$ cat config.mk
export PLATFORM = sky130hd
export DESIGN_NAME = dual_slope_seq
export DESIGN_NICKNAME = d
export VERILOG_FILES = /design/src/rtl/dsc_pkg.sv /design/src/rtl/dsc_datapath.sv /design/src/rtl/dsc_control.sv /design/src/rtl/dual_slope_seq.sv
export SDC_FILE = /design/constraint.sdc
export NUM_CORES = 1
export LEC_CHECK = 0
export ABC_CLOCK_PERIOD_IN_PS = 2400
export CORE_MARGIN = 2
export CORE_UTILIZATION = 45
export DETAILED_ROUTE_END_ITERATION = 8
export DONT_BUFFER_PORTS = 1
export SLEW_MARGIN = 20
export SYNTH_ARGS = -nofsm -noshare
export SYNTH_HDL_FRONTEND = slang
export SYNTH_SLANG_ARGS = --single-unit
$ cat constraint.sdc
create_clock -name clk -period 2.4 [get_ports clk]
set_input_delay 0.48 -clock clk [delete_from_list [all_inputs] [get_ports clk]]
set_output_delay 0.48 -clock clk [all_outputs]
set_load 0.03 [all_outputs]
$ cat src/rtl/dsc_pkg.sv
package dsc_pkg;

  typedef enum logic [2:0] {
    ST_IDLE,
    ST_ZERO,
    ST_RUNUP,
    ST_RUNDOWN,
    ST_DONE
  } seqState_t;

  // strobes from control to datapath
  typedef struct packed {
    logic cntClear;
    logic cntInc;
    logic capture;
    logic capOvr;
  } dpCtrl_t;

  // flags from datapath to control
  typedef struct packed {
    logic zeroEnd;
    logic cntAtTop;
    logic compFall;
  } dpStat_t;

endpackage

$ cat src/rtl/dsc_datapath.sv
module dsc_datapath
  import dsc_pkg::*;
#(
  parameter int RES_BITS    = 8,
  parameter int ZERO_CYCLES = 4,
  parameter int SYNC_STAGES = 2
) (
  input  logic                clk,
  input  logic                rstN,
  input  logic                compIn,
  input  dpCtrl_t             ctrl,
  output dpStat_t             stat,
  output logic [RES_BITS-1:0] result,
  output logic                overRange
);

  localparam int ZW    = $clog2(ZERO_CYCLES + 1);
  localparam int CNT_W = (RES_BITS > ZW) ? RES_BITS : ZW;
  localparam int unsigned TOP_CODE = (1 << RES_BITS) - 1;

  logic [CNT_W-1:0]       cntQ;
  logic [SYNC_STAGES-1:0] syncQ;
  logic                   compPrevQ;
  logic                   compSync;
  logic [RES_BITS-1:0]    resultQ;
  logic                   ovrQ;

  // shared phase counter
  always_ff @(posedge clk) begin
    if (!rstN)              cntQ <= '0;
    else if (ctrl.cntClear) cntQ <= '0;
    else if (ctrl.cntInc)   cntQ <= cntQ + 1'b1;
  end

  // comparator synchroniser, depth chosen by parameter
  generate
    if (SYNC_STAGES > 1) begin : gSyncChain
      always_ff @(posedge clk) begin
        if (!rstN) syncQ <= '0;
        else       syncQ <= {syncQ[SYNC_STAGES-2:0], compIn};
      end
    end else begin : gSyncOne
      always_ff @(posedge clk) begin
        if (!rstN) syncQ <= '0;
        else       syncQ <= compIn;
      end
    end
  endgenerate

  assign compSync = syncQ[SYNC_STAGES-1];

  always_ff @(posedge clk) begin
    if (!rstN) compPrevQ <= 1'b0;
    else       compPrevQ <= compSync;
  end

  // result register, loaded only on capture
  always_ff @(posedge clk) begin
    if (!rstN) begin
      resultQ <= '0;
      ovrQ    <= 1'b0;
    end else if (ctrl.capture) begin
      resultQ <= ctrl.capOvr ? '1 : cntQ[RES_BITS-1:0];
      ovrQ    <= ctrl.capOvr;
    end
  end

  assign stat.zeroEnd  = (cntQ == CNT_W'(ZERO_CYCLES - 1));
  assign stat.cntAtTop = (cntQ == CNT_W'(TOP_CODE));
  assign stat.compFall = compPrevQ & ~compSync;

  assign result    = resultQ;
  assign overRange = ovrQ;

  // a saturated conversion always reports the all-ones code
  assert_ovr_saturates_R7: assert property (@(posedge clk) disable iff (!rstN)
    overRange |-> (&result));

  // the captured value moves only on a capture strobe
  assert_result_held_R10: assert property (@(posedge clk) disable iff (!rstN)
    !ctrl.capture |=> $stable(resultQ));

endmodule

$ cat src/rtl/dsc_control.sv
module dsc_control
  import dsc_pkg::*;
#(
  parameter int RES_BITS = 8
) (
  input  logic    clk,
  input  logic    rstN,
  input  logic    startIn,
  input  dpStat_t stat,
  output dpCtrl_t ctrl,
  output logic    selInput,
  output logic    selRef,
  output logic    intClear,
  output logic    busy,
  output logic    done
);

  localparam int unsigned T1 = 1 << RES_BITS;

  seqState_t stateQ, stateD;

  always_ff @(posedge clk) begin
    if (!rstN) stateQ <= ST_IDLE;
    else       stateQ <= stateD;
  end

  always_comb begin
    stateD = stateQ;
    ctrl   = '0;
    unique case (stateQ)
      ST_IDLE: begin
        if (startIn) begin
          stateD        = ST_ZERO;
          ctrl.cntClear = 1'b1;
        end
      end
      ST_ZERO: begin
        if (stat.zeroEnd) begin
          stateD        = ST_RUNUP;
          ctrl.cntClear = 1'b1;
        end else begin
          ctrl.cntInc = 1'b1;
        end
      end
      ST_RUNUP: begin
        if (stat.cntAtTop) begin
          stateD        = ST_RUNDOWN;
          ctrl.cntClear = 1'b1;
        end else begin
          ctrl.cntInc = 1'b1;
        end
      end
      ST_RUNDOWN: begin
        if (stat.compFall) begin
          stateD       = ST_DONE;
          ctrl.capture = 1'b1;
        end else if (stat.cntAtTop) begin
          stateD       = ST_DONE;
          ctrl.capture = 1'b1;
          ctrl.capOvr  = 1'b1;
        end else begin
          ctrl.cntInc = 1'b1;
        end
      end
      ST_DONE: stateD = ST_IDLE;
      default: stateD = ST_IDLE;
    endcase
  end

  assign intClear = (stateQ == ST_ZERO);
  assign selInput = (stateQ == ST_RUNUP);
  assign selRef   = (stateQ == ST_RUNDOWN);
  assign busy     = intClear | selInput | selRef;
  assign done     = (stateQ == ST_DONE);

  // length monitors for the timed phases
  logic [RES_BITS:0] upLenQ;
  logic [RES_BITS:0] downLenQ;

  always_ff @(posedge clk) begin
    if (!rstN) begin
      upLenQ   <= '0;
      downLenQ <= '0;
    end else begin
      upLenQ   <= selInput ? upLenQ + 1'b1 : '0;
      downLenQ <= selRef ? downLenQ + 1'b1 : '0;
    end
  end

  // switch selects never overlap
  assert_sel_exclusive_R5: assert property (@(posedge clk) disable iff (!rstN)
    $onehot0({intClear, selInput, selRef}));

  // run-up always lasts the full power-of-two interval
  assert_runup_len_R3: assert property (@(posedge clk) disable iff (!rstN)
    $fell(selInput) |-> (upLenQ == (RES_BITS+1)'(T1)));

  // run-down never exceeds the code range
  assert_rundown_bound_R7: assert property (@(posedge clk) disable iff (!rstN)
    selRef |-> (downLenQ < (RES_BITS+1)'(T1)));

  // completion is a single-cycle pulse followed by idle
  assert_done_pulse_R9: assert property (@(posedge clk) disable iff (!rstN)
    done |=> (!done && !busy));

  // an active conversion only leaves through done
  assert_no_abort_R11: assert property (@(posedge clk) disable iff (!rstN)
    busy |=> (busy || done));

endmodule

$ cat src/rtl/dual_slope_seq.sv
module dual_slope_seq
  import dsc_pkg::*;
#(
  parameter int RES_BITS    = 8,
  parameter int ZERO_CYCLES = 4,
  parameter int SYNC_STAGES = 2
) (
  input  logic                clk,
  input  logic                rstN,
  input  logic                startIn,
  input  logic                compIn,
  output logic                selInput,
  output logic                selRef,
  output logic                intClear,
  output logic                busy,
  output logic                done,
  output logic                overRange,
  output logic [RES_BITS-1:0] result
);

  dpCtrl_t ctrlBus;
  dpStat_t statBus;

  dsc_control #(.RES_BITS(RES_BITS)) uCtrl (
    .clk      (clk),
    .rstN     (rstN),
    .startIn  (startIn),
    .stat     (statBus),
    .ctrl     (ctrlBus),
    .selInput (selInput),
    .selRef   (selRef),
    .intClear (intClear),
    .busy     (busy),
    .done     (done)
  );

  dsc_datapath #(
    .RES_BITS   (RES_BITS),
    .ZERO_CYCLES(ZERO_CYCLES),
    .SYNC_STAGES(SYNC_STAGES)
  ) uPath (
    .clk      (clk),
    .rstN     (rstN),
    .compIn   (compIn),
    .ctrl     (ctrlBus),
    .stat     (statBus),
    .result   (result),
    .overRange(overRange)
  );

  // port-level result and flag only move together with done
  assert_result_stable_R10: assert property (@(posedge clk) disable iff (!rstN)
    done || ($stable(result) && $stable(overRange)));

  // busy and done never overlap
  assert_done_not_busy_R9: assert property (@(posedge clk) disable iff (!rstN)
    !(done && busy));

endmodule

==> qor.csv, run 1 <==
metric;value;unit
power_density;877;nW/um^2
maxCapViolations;0;
cts-resized-gates;0;
seq_power_share;49.3;%
synth_area_leaders;dfxtp_1, o221a_2, a21oi_1;
wl_per_cell;14.3;um
p_comb_share;32.2;%
placementRows;17;
p_int;0.573;mW
status;finished clean;
synth_top_area_cell;dfxtp_1;
cts_tree;done;
tightest_slew;0.613;ns
multi_input_area;536;um^2
rsz0062_at_grt;false;
min_path_type;input pin to flip-flop;
netlist.area_leader.share;44.7;%
ys_seq_area_share;44.7;%
synth-edff-count;0;
grtUsageTotal;17.3;%
crit_path_end_kind;flip-flop;
cts_hold_buf;0;
antenna_found_initial;0;
worstSetupStartpointType;flip-flop;
area_delta_synth_final;4.85;%
crit_type;flip-flop to flip-flop;
cts_max_level;1;
switching_power;0.375;mW
dr.pass1.iters;4;
pwr-share-clk;18.4;%
cp_cell_sequence;ha_1 -> nor4b_1 -> a21oi_2 -> a21oi_2 -> o311ai_0 -> a21oi_1;
synthCells;109;
yosysUniqueCellTypes;36;
io_buffer_count;0;
insertion_delay;0.31;ns
skew;0.00776;ns
gp_congestion;0.720;
synth.most_common_cell;dfxtp_1;
post_cts_buffers;0;
final_nets;117;
finalHoldViolCount;0;
route.vias.total;815;
fillers;216;
syn_area;1030;um^2
core;2190;um^2
dominantRegCellSynth;dfxtp_1;
crit_top_cell;a21oi_2;
clockRootBuffer;clkbuf_4;
clockBufferDepth;2;
drive_gt1_share;16.2;%
dieArea;2690;um^2
yosys_register_bits;23;
drt_iter0_drc;23;
slew_violations;0;
clk_pin_slew_worst_paths;0.12;ns
seq_area;460;um^2
grt_pass1_vias;737;
period_minus_slack;2.10;ns
viasPerCell;5.86;
crit_slowest_cell;dfxtp_1;
max_slew_margin;59.0;%
tns;0;ns
dp_hpwl;1480;um
wirelength;1990;um
slowest_delay;0.44;ns
arrival;2.35;ns
start_util;47.1;%
fp.dieW;51.9;um
crit_fanout;11;
cts_made_buffers;3;
grt_pass1_wl;3400;um
fmax;476;MHz
ant_nets;0;
min_period_over_period;87.6;%
drc;0;
reg2reg_slack;0.30;ns
leakage;0.403;nW
synth_nets;114;
ir_worst_vdd;421;uV
grt_max_degree;17;
syn_area_per_cell;9.46;um^2
hold_ws;0.286;ns
fin_area;1080;um^2
switching_share;39.6;%
io_pins;18;
ys_async_sr_fraction;0;%
critPathTopFamily;compound AO/OA/AOI/OAI gates;
numClockSinks;23;
antennaDiodeCount;0;
synth_common_cells;dfxtp_1, nor2_1, a21oi_1;
ys_warn_count;0;
path_buf_inv;0;
fp.dieH;51.9;um
grt-ovfl-total;0;
placedInstanceArea;1050;um^2
setup_viol;0;
worstPathRequired;2.65;ns
## layout make-up
cell class / count / share of cell area, %
multi-input combinational: 80 / 49.5
sequential: 23 / 42.6
tap: 28 / 3.24
clock buffer: 3 / 2.08
timing repair buffer: 2 / 1.39
inverter: 2 / 0.694
clock inverter: 1 / 0.463
## kinds of logic after synthesis
logic type / synth area share [%]
simple gates: 24.3
compound gates: 20.0
flops: 44.7
buf+inv: 3.40
mux: 3.88
xor+xnor: 2.55
fa+ha+maj: 1.21
## stage by stage
| step | instances | total power [mW] | setup slack [ns] | utilization (%) |
|---|---|---|---|---|
| 4_1_cts | 139 | 0.955 | 0.310 | 49.3 |
| 2_1_floorplan | 109 | 0.762 | 0.682 | - |
| 3_5_place_dp | 135 | 0.780 | 0.354 | 48.1 |
| 6_report | 139 | 0.948 | 0.299 | 49.3 |
| 3_3_place_gp | 135 | 0.775 | 0.387 | 48.1 |
| 5_1_grt | 139 | 1.01 | 0.151 | 49.3 |
## placed cells by master (no fill, tap or decap), drive strengths merged, types with 2 or more instances in the layout
master,n
buf,2
and3,4
nand2b,2
mux2i,4
or4,2
nand3,4
xor2,3
and2,4
o221a,6
or3,2
nor3,3
o31ai,2
a21oi,11
dfxtp,23
nor2,10
o21ai,2
nand2,7
inv,2
nor2b,3
clkbuf,3
## metal layers
layer,GRT usage [%],vias up,part of all wire [%]
li1,-,408,-
met1,23.7,384,49
met2,24.9,19,46
met3,3.45,4,3.9
met4,10.1,0,1.7
met5,0,-,0
## power groups by stage
stage               logic [mW]  clock network [mW]  registers (mW)
finish                   0.305               0.175           0.468
global route             0.335               0.203           0.475
CTS                      0.307               0.182           0.466
detailed placement       0.305                   0           0.475
global placement         0.302                   0           0.472
floorplan                0.311                   0           0.451
## registers in the layout (all words and copies together) (netlist names)
signal	flops
uCtrl.stateQ	3
uPath.cntQ	8
uPath.compPrevQ	1
uPath.overRange	1
uPath.result	8
uPath.syncQ	2
## worst paths after layout
check / from / end / cells after the start
worst min register to register: uPath.syncQ[0] / uPath.syncQ[1] / 1
worst min-delay path: rstN / uPath.compPrevQ / 1
worst max-delay path: uPath.cntQ[0] / uPath.cntQ[7] / 6
worst max register to register: uPath.cntQ[0] / uPath.cntQ[7] / 6
No activity file was read; power rests on OpenSTA's default activity.
==> inputs of run 2 (changes only) <==
CAP_MARGIN = 5   (was unset)
CORE_ASPECT_RATIO = 0.9   (was unset)
==> run 2 against run 1 <==
Clock power hardly changed. Flip-flop and latch count stayed put. Die area hardly changed. First-iteration DRC count is 26% lower. Wire length is 3.6% higher. Total power is 0.11% higher. Setup slack better by 0.038 ns. Largest cell class unchanged.
==> qor.csv, run 2 (synthesis gave the netlist of run 1 again) <==
metric;value;unit
status;finished clean;
grt-ovfl-total;0;
p_comb_share;32.2;%
switching_share;39.7;%
cp_cell_sequence;ha_1 -> nor4b_1 -> nand2_1 -> o221ai_1 -> nand2b_1 -> nor2_1;
mostFrequentLayoutCells;dfxtp_1, nor2_1, a21oi_1, nand2_1, o221a_2;
grt_max_degree;17;
skew;0.00439;ns
wl_per_cell;14.9;um
min_path_type;input pin to flip-flop;
fillers;206;
finalHoldViolCount;0;
ir_worst_vdd;504;uV
drt_iter0_drc;17;
p_int;0.573;mW
placementRows;16;
critPathTopFamily;simple AND/OR/NAND/NOR gates;
clockBufferDepth;2;
period_minus_slack;2.06;ns
area_delta_synth_final;4.73;%
fmax;485;MHz
critPathLaunch;uPath.cntQ[0];
r2r_start;uPath.cntQ[0];
crit_path_end_kind;flip-flop;
grt_pass1_wl;3530;um
grt_pass1_vias;754;
numClockSinks;23;
cts_hold_buf;0;
crit_type;flip-flop to flip-flop;
use_met3;9.51;%
drc;0;
min_period_over_period;86.0;%
cts_made_buffers;3;
slowest_delay;0.43;ns
maxCapViolations;0;
grtUsageMet1;24.8;%
viasPerCell;5.98;
pwr-share-clk;18.7;%
dr.pass1.iters;4;
reg2reg_slack;0.34;ns
worstPathRequired;2.61;ns
clockRootBuffer;clkbuf_4;
io_pins;18;
crit_slowest_cell;dfxtp_1;
cts_tree;done;
ant_nets;0;
max_slew_margin;57.3;%
insertion_delay;0.31;ns
rsz0062_at_grt;false;
timing.rr.end;uPath.cntQ[4];
grtUsageTotal;17.8;%
setup_viol;0;
clk_pin_slew_worst_paths;0.13;ns
final_nets;117;
start_util;47.2;%
tightest_slew;0.638;ns
switching_power;0.376;mW
fp.dieH;49.4;um
crit_cells;6;
top_usage_layer;met1;
power_density;879;nW/um^2
worstSetupStartpointType;flip-flop;
gp_congestion;0.801;
antenna_found_initial;0;
core;2180;um^2
route.vias.total;825;
dp_hpwl;1500;um
antennaDiodeCount;0;
endpoint;uPath.cntQ[4];
hold_ws;0.285;ns
final_common_cell;dfxtp_1;
crit_fanout;6;
cts_max_level;1;
ff2ff_path_depth;6;
fp.dieW;54.5;um
leakage;0.403;nW
slew_violations;0;
arrival;2.27;ns
seq_power_share;49.1;%
io_buffer_count;0;
post_cts_buffers;0;
path_buf_inv;0;
dieArea;2690;um^2
tns;0;ns
wirelength;2060;um
cts-resized-gates;0;
met2_usage;24.7;%
drive_gt1_share;16.2;%
-- run 2: area by class of cell --
type                    count  area [um^2]  share of cell area [%]
clock inverters             1         5.00                   0.463
clock buffers               3         22.5                    2.09
well taps                  27         33.8                    3.13
repair buffers              2         15.0                    1.39
multi-input cells          80          536                    49.6
flip-flops and latches     23          460                    42.6
inverters                   2         7.51                   0.695
-- run 2: worst min-delay path by stage --
stage,from,end,slack [ns],cells past startpoint
floorplan,uPath.syncQ[0],uPath.syncQ[1],0.41,1
global placement,uPath.syncQ[0],uPath.syncQ[1],0.42,1
detailed placement,uPath.syncQ[0],uPath.syncQ[1],0.43,1
CTS,rstN,uPath.syncQ[0],0.27,1
global route,rstN,uPath.compPrevQ,0.26,1
finish,rstN,uCtrl.stateQ[1],0.29,2
-- run 2: metrics by stage --
stage               std cells  utilization (%)  area, um^2  power (mW)  setup WS [ns]
finish                    138             49.5        1080       0.949          0.337
global route              138             49.5        1080        1.02          0.166
CTS                       138             49.5        1080       0.959          0.361
detailed placement        134             48.2        1050       0.780          0.389
global placement          134             48.2        1050       0.774          0.465
floorplan                 109                -        1030       0.762          0.682
-- run 2: power groups by stage --
stage	Sequential, mW	Clock (mW)	Combinational, mW
after floorplan	0.451	0	0.311
after global placement	0.471	0	0.302
after detailed placement	0.474	0	0.306
after CTS	0.465	0.187	0.307
after global routing	0.475	0.206	0.342
final	0.466	0.178	0.305
-- run 2: metal layers --
metal,wire (um),part of all wire (%)
met2,875,42
met5,0,0
met3,165,8.0
met1,1010,49
met4,16,0.78
==> inputs of run 3 (changes only) <==
ABC_AREA = 1   (was unset)
CTS_CLUSTER_DIAMETER = 120   (was unset)
==> run 3 against run 2 <==
Setup slack better by 0.20 ns. Total power rose by 17%. Clock power down 2%. Die area increased by 19%. Synthesized cell count rose by 42%. Non-clock buffer count did not move. Flip-flop and latch count unchanged. First-iteration DRC count grew 94%. Worst hold slack got worse by 0.020 ns. Final cell count is 36% higher. Largest power group is now combinational cells. Highest routed layer unchanged.
==> qor.csv, run 3 <==
metric;value;unit
fmax;537;MHz
worstPathRequired;1.92;ns
antenna_found_initial;0;
seq_area;460;um^2
worstSetupStartpointType;flip-flop;
clockRootBuffer;clkbuf_4;
post_cts_buffers;0;
grt_pass1_wl;3930;um
yosys_register_bits;23;
dominantRegCellSynth;dfxtp_1;
critPathTopFamily;compound AO/OA/AOI/OAI gates;
synth_common_cells;nand2_1, dfxtp_1, nand3_1;
syn_area_per_cell;8.05;um^2
period_minus_slack;1.86;ns
synth.most_common_cell;nand2_1;
tightest_slew;0.647;ns
final_common_cell;nand2_1;
grt_pass1_vias;863;
cts_hold_buf;0;
pre_cts_slack;0.860;ns
synth_nets;160;
drt_iter0_drc;33;
pwr-share-clk;15.7;%
cts_tree;done;
dr.pass1.iters;4;
switching_share;44.4;%
fillers;275;
viasPerCell;5.20;
cts_made_buffers;3;
route.vias.total;977;
synth-edff-count;0;
core;2700;um^2
tns;0;ns
cts-resized-gates;0;
grtUsageTotal;16.8;%
numClockSinks;23;
maxCapViolations;0;
fp.dieH;54.0;um
arrival;1.38;ns
insertion_delay;0.31;ns
slew_violations;0;
p_int;0.616;mW
area_delta_synth_final;4.11;%
min_period_over_period;77.5;%
slowest_delay;0.54;ns
seq_power_share;41.1;%
wirelength;2400;um
synth_top_area_cell;dfxtp_1;
crit_path_end_kind;output pin;
finalHoldViolCount;0;
gp_congestion;0.789;
cp_cell_sequence;inv_1 -> a21oi_1;
crit_fanout;5;
mostFrequentLayoutCells;nand2_1, dfxtp_1, nand3_1, inv_1, a21oi_1;
synth_area_leaders;dfxtp_1, nand2_1, nand3_1;
drc;0;
leakage;0.550;nW
drive_gt1_share;27.2;%
switching_power;0.493;mW
grt_max_degree;14;
start_util;46.2;%
grt-ovfl-total;0;
power_density;854;nW/um^2
final_nets;164;
p_comb_share;43.2;%
ys_seq_area_share;36.9;%
min_path_type;input pin to flip-flop;
dp_hpwl;1860;um
multi_input_area;672;um^2
fp.dieW;59.5;um
ys_async_sr_fraction;0;%
antennaDiodeCount;0;
crit_type;flip-flop to output pin;
clk_pin_slew_worst_paths;0.12;ns
clockBufferDepth;2;
wl_per_cell;12.8;um
synthCells;155;
yosysUniqueCellTypes;28;
netlist.area_leader.share;36.9;%
skew;0.00185;ns
max_slew_margin;57.0;%
ys_warn_count;0;
cts_max_level;1;
ant_nets;0;
syn_area;1250;um^2
setup_viol;0;
dieArea;3210;um^2
path_buf_inv;1;
io_pins;18;
crit_slowest_cell;a21oi_1;
status;finished clean;
ir_worst_vdd;248;uV
io_buffer_count;0;
fin_ws;0.539;ns
placementRows;18;
rsz0062_at_grt;false;
run 3: changes by cell type after synthesis, moves of 8 or more:
cell,previous run,this run
inv_1,2,14
nand2_1,7,26
nand3_1,4,19
nand2_2,0,8
inv_2,0,8
run 3: per-layer routing:
metal,vias to the layer above,wire length (um),GRT usage [%]
li1,506,-,-
met1,454,1130,21.9
met2,13,1150,26.4
met3,4,81,3.37
met4,0,39,8.89
met5,-,0,0
run 3: cell families after synthesis:
family                     Yosys count  synth area share [%]
AOI/OAI and AO/OA                   25                  13.3
xor gates and xnor gates             4                  2.81
adders and majority gates            1                  1.00
buffers and inverters               26                  9.23
DFF                                 23                  36.9
and+or+nand+nor                     76                  36.7
run 3: worst register-to-register path, stage by stage (launching register included):
cell,delay [ns]
dfxtp_1,0.42
ha_1,0.24
nand3_2,0.13
nor2_4,0.14
nand2_2,0.09
clkinv_2,0.08
nand2_4,0.09
nand2_8,0.12
nand2_2,0.06
a21oi_1,0.12
run 3: per-stage QoR:
step | cell area, um^2 | hold WS [ns] | util (%) | power (mW) | std cells
final | 1300 | 0.265 | 48.1 | 1.11 | 188
after global routing | 1300 | 0.249 | 48.1 | 1.19 | 188
after CTS | 1300 | 0.247 | 48.1 | 1.12 | 188
after detailed placement | 1270 | 0.412 | 47.1 | 0.944 | 184
after global placement | 1270 | 0.401 | 47.1 | 0.925 | 184
after floorplan | 1250 | 0.390 | - | 0.879 | 155
run 3: layout make-up:
cell class                      instances  area share [%]
Sequential cell                        23            35.5
Inverter                               23            6.74
Tap cell                               30            2.89
Clock buffer                            4            2.02
Timing Repair Buffer                    2            1.16
Multi-Input combinational cell        106            51.7
run 3: power by group through the flow:
stage / Combinational (mW) / Clock, mW / Sequential, mW
after floorplan: 0.422 / 0 / 0.457
after global placement: 0.463 / 0 / 0.462
after detailed placement: 0.479 / 0 / 0.465
after CTS: 0.481 / 0.186 / 0.456
after global routing: 0.534 / 0.201 / 0.460
final: 0.479 / 0.174 / 0.456
run 3: final timing paths:
check | from | to | slack (ns) | cells after the start
worst min register to register | uPath.syncQ[0] | uPath.syncQ[1] | 0.43 | 2
worst max-delay path | uCtrl.stateQ[1] | busy | 0.54 | 2
worst max register to register | uPath.cntQ[0] | uPath.result[7] | 0.85 | 9
worst min-delay path | rstN | uPath.syncQ[1] | 0.27 | 2
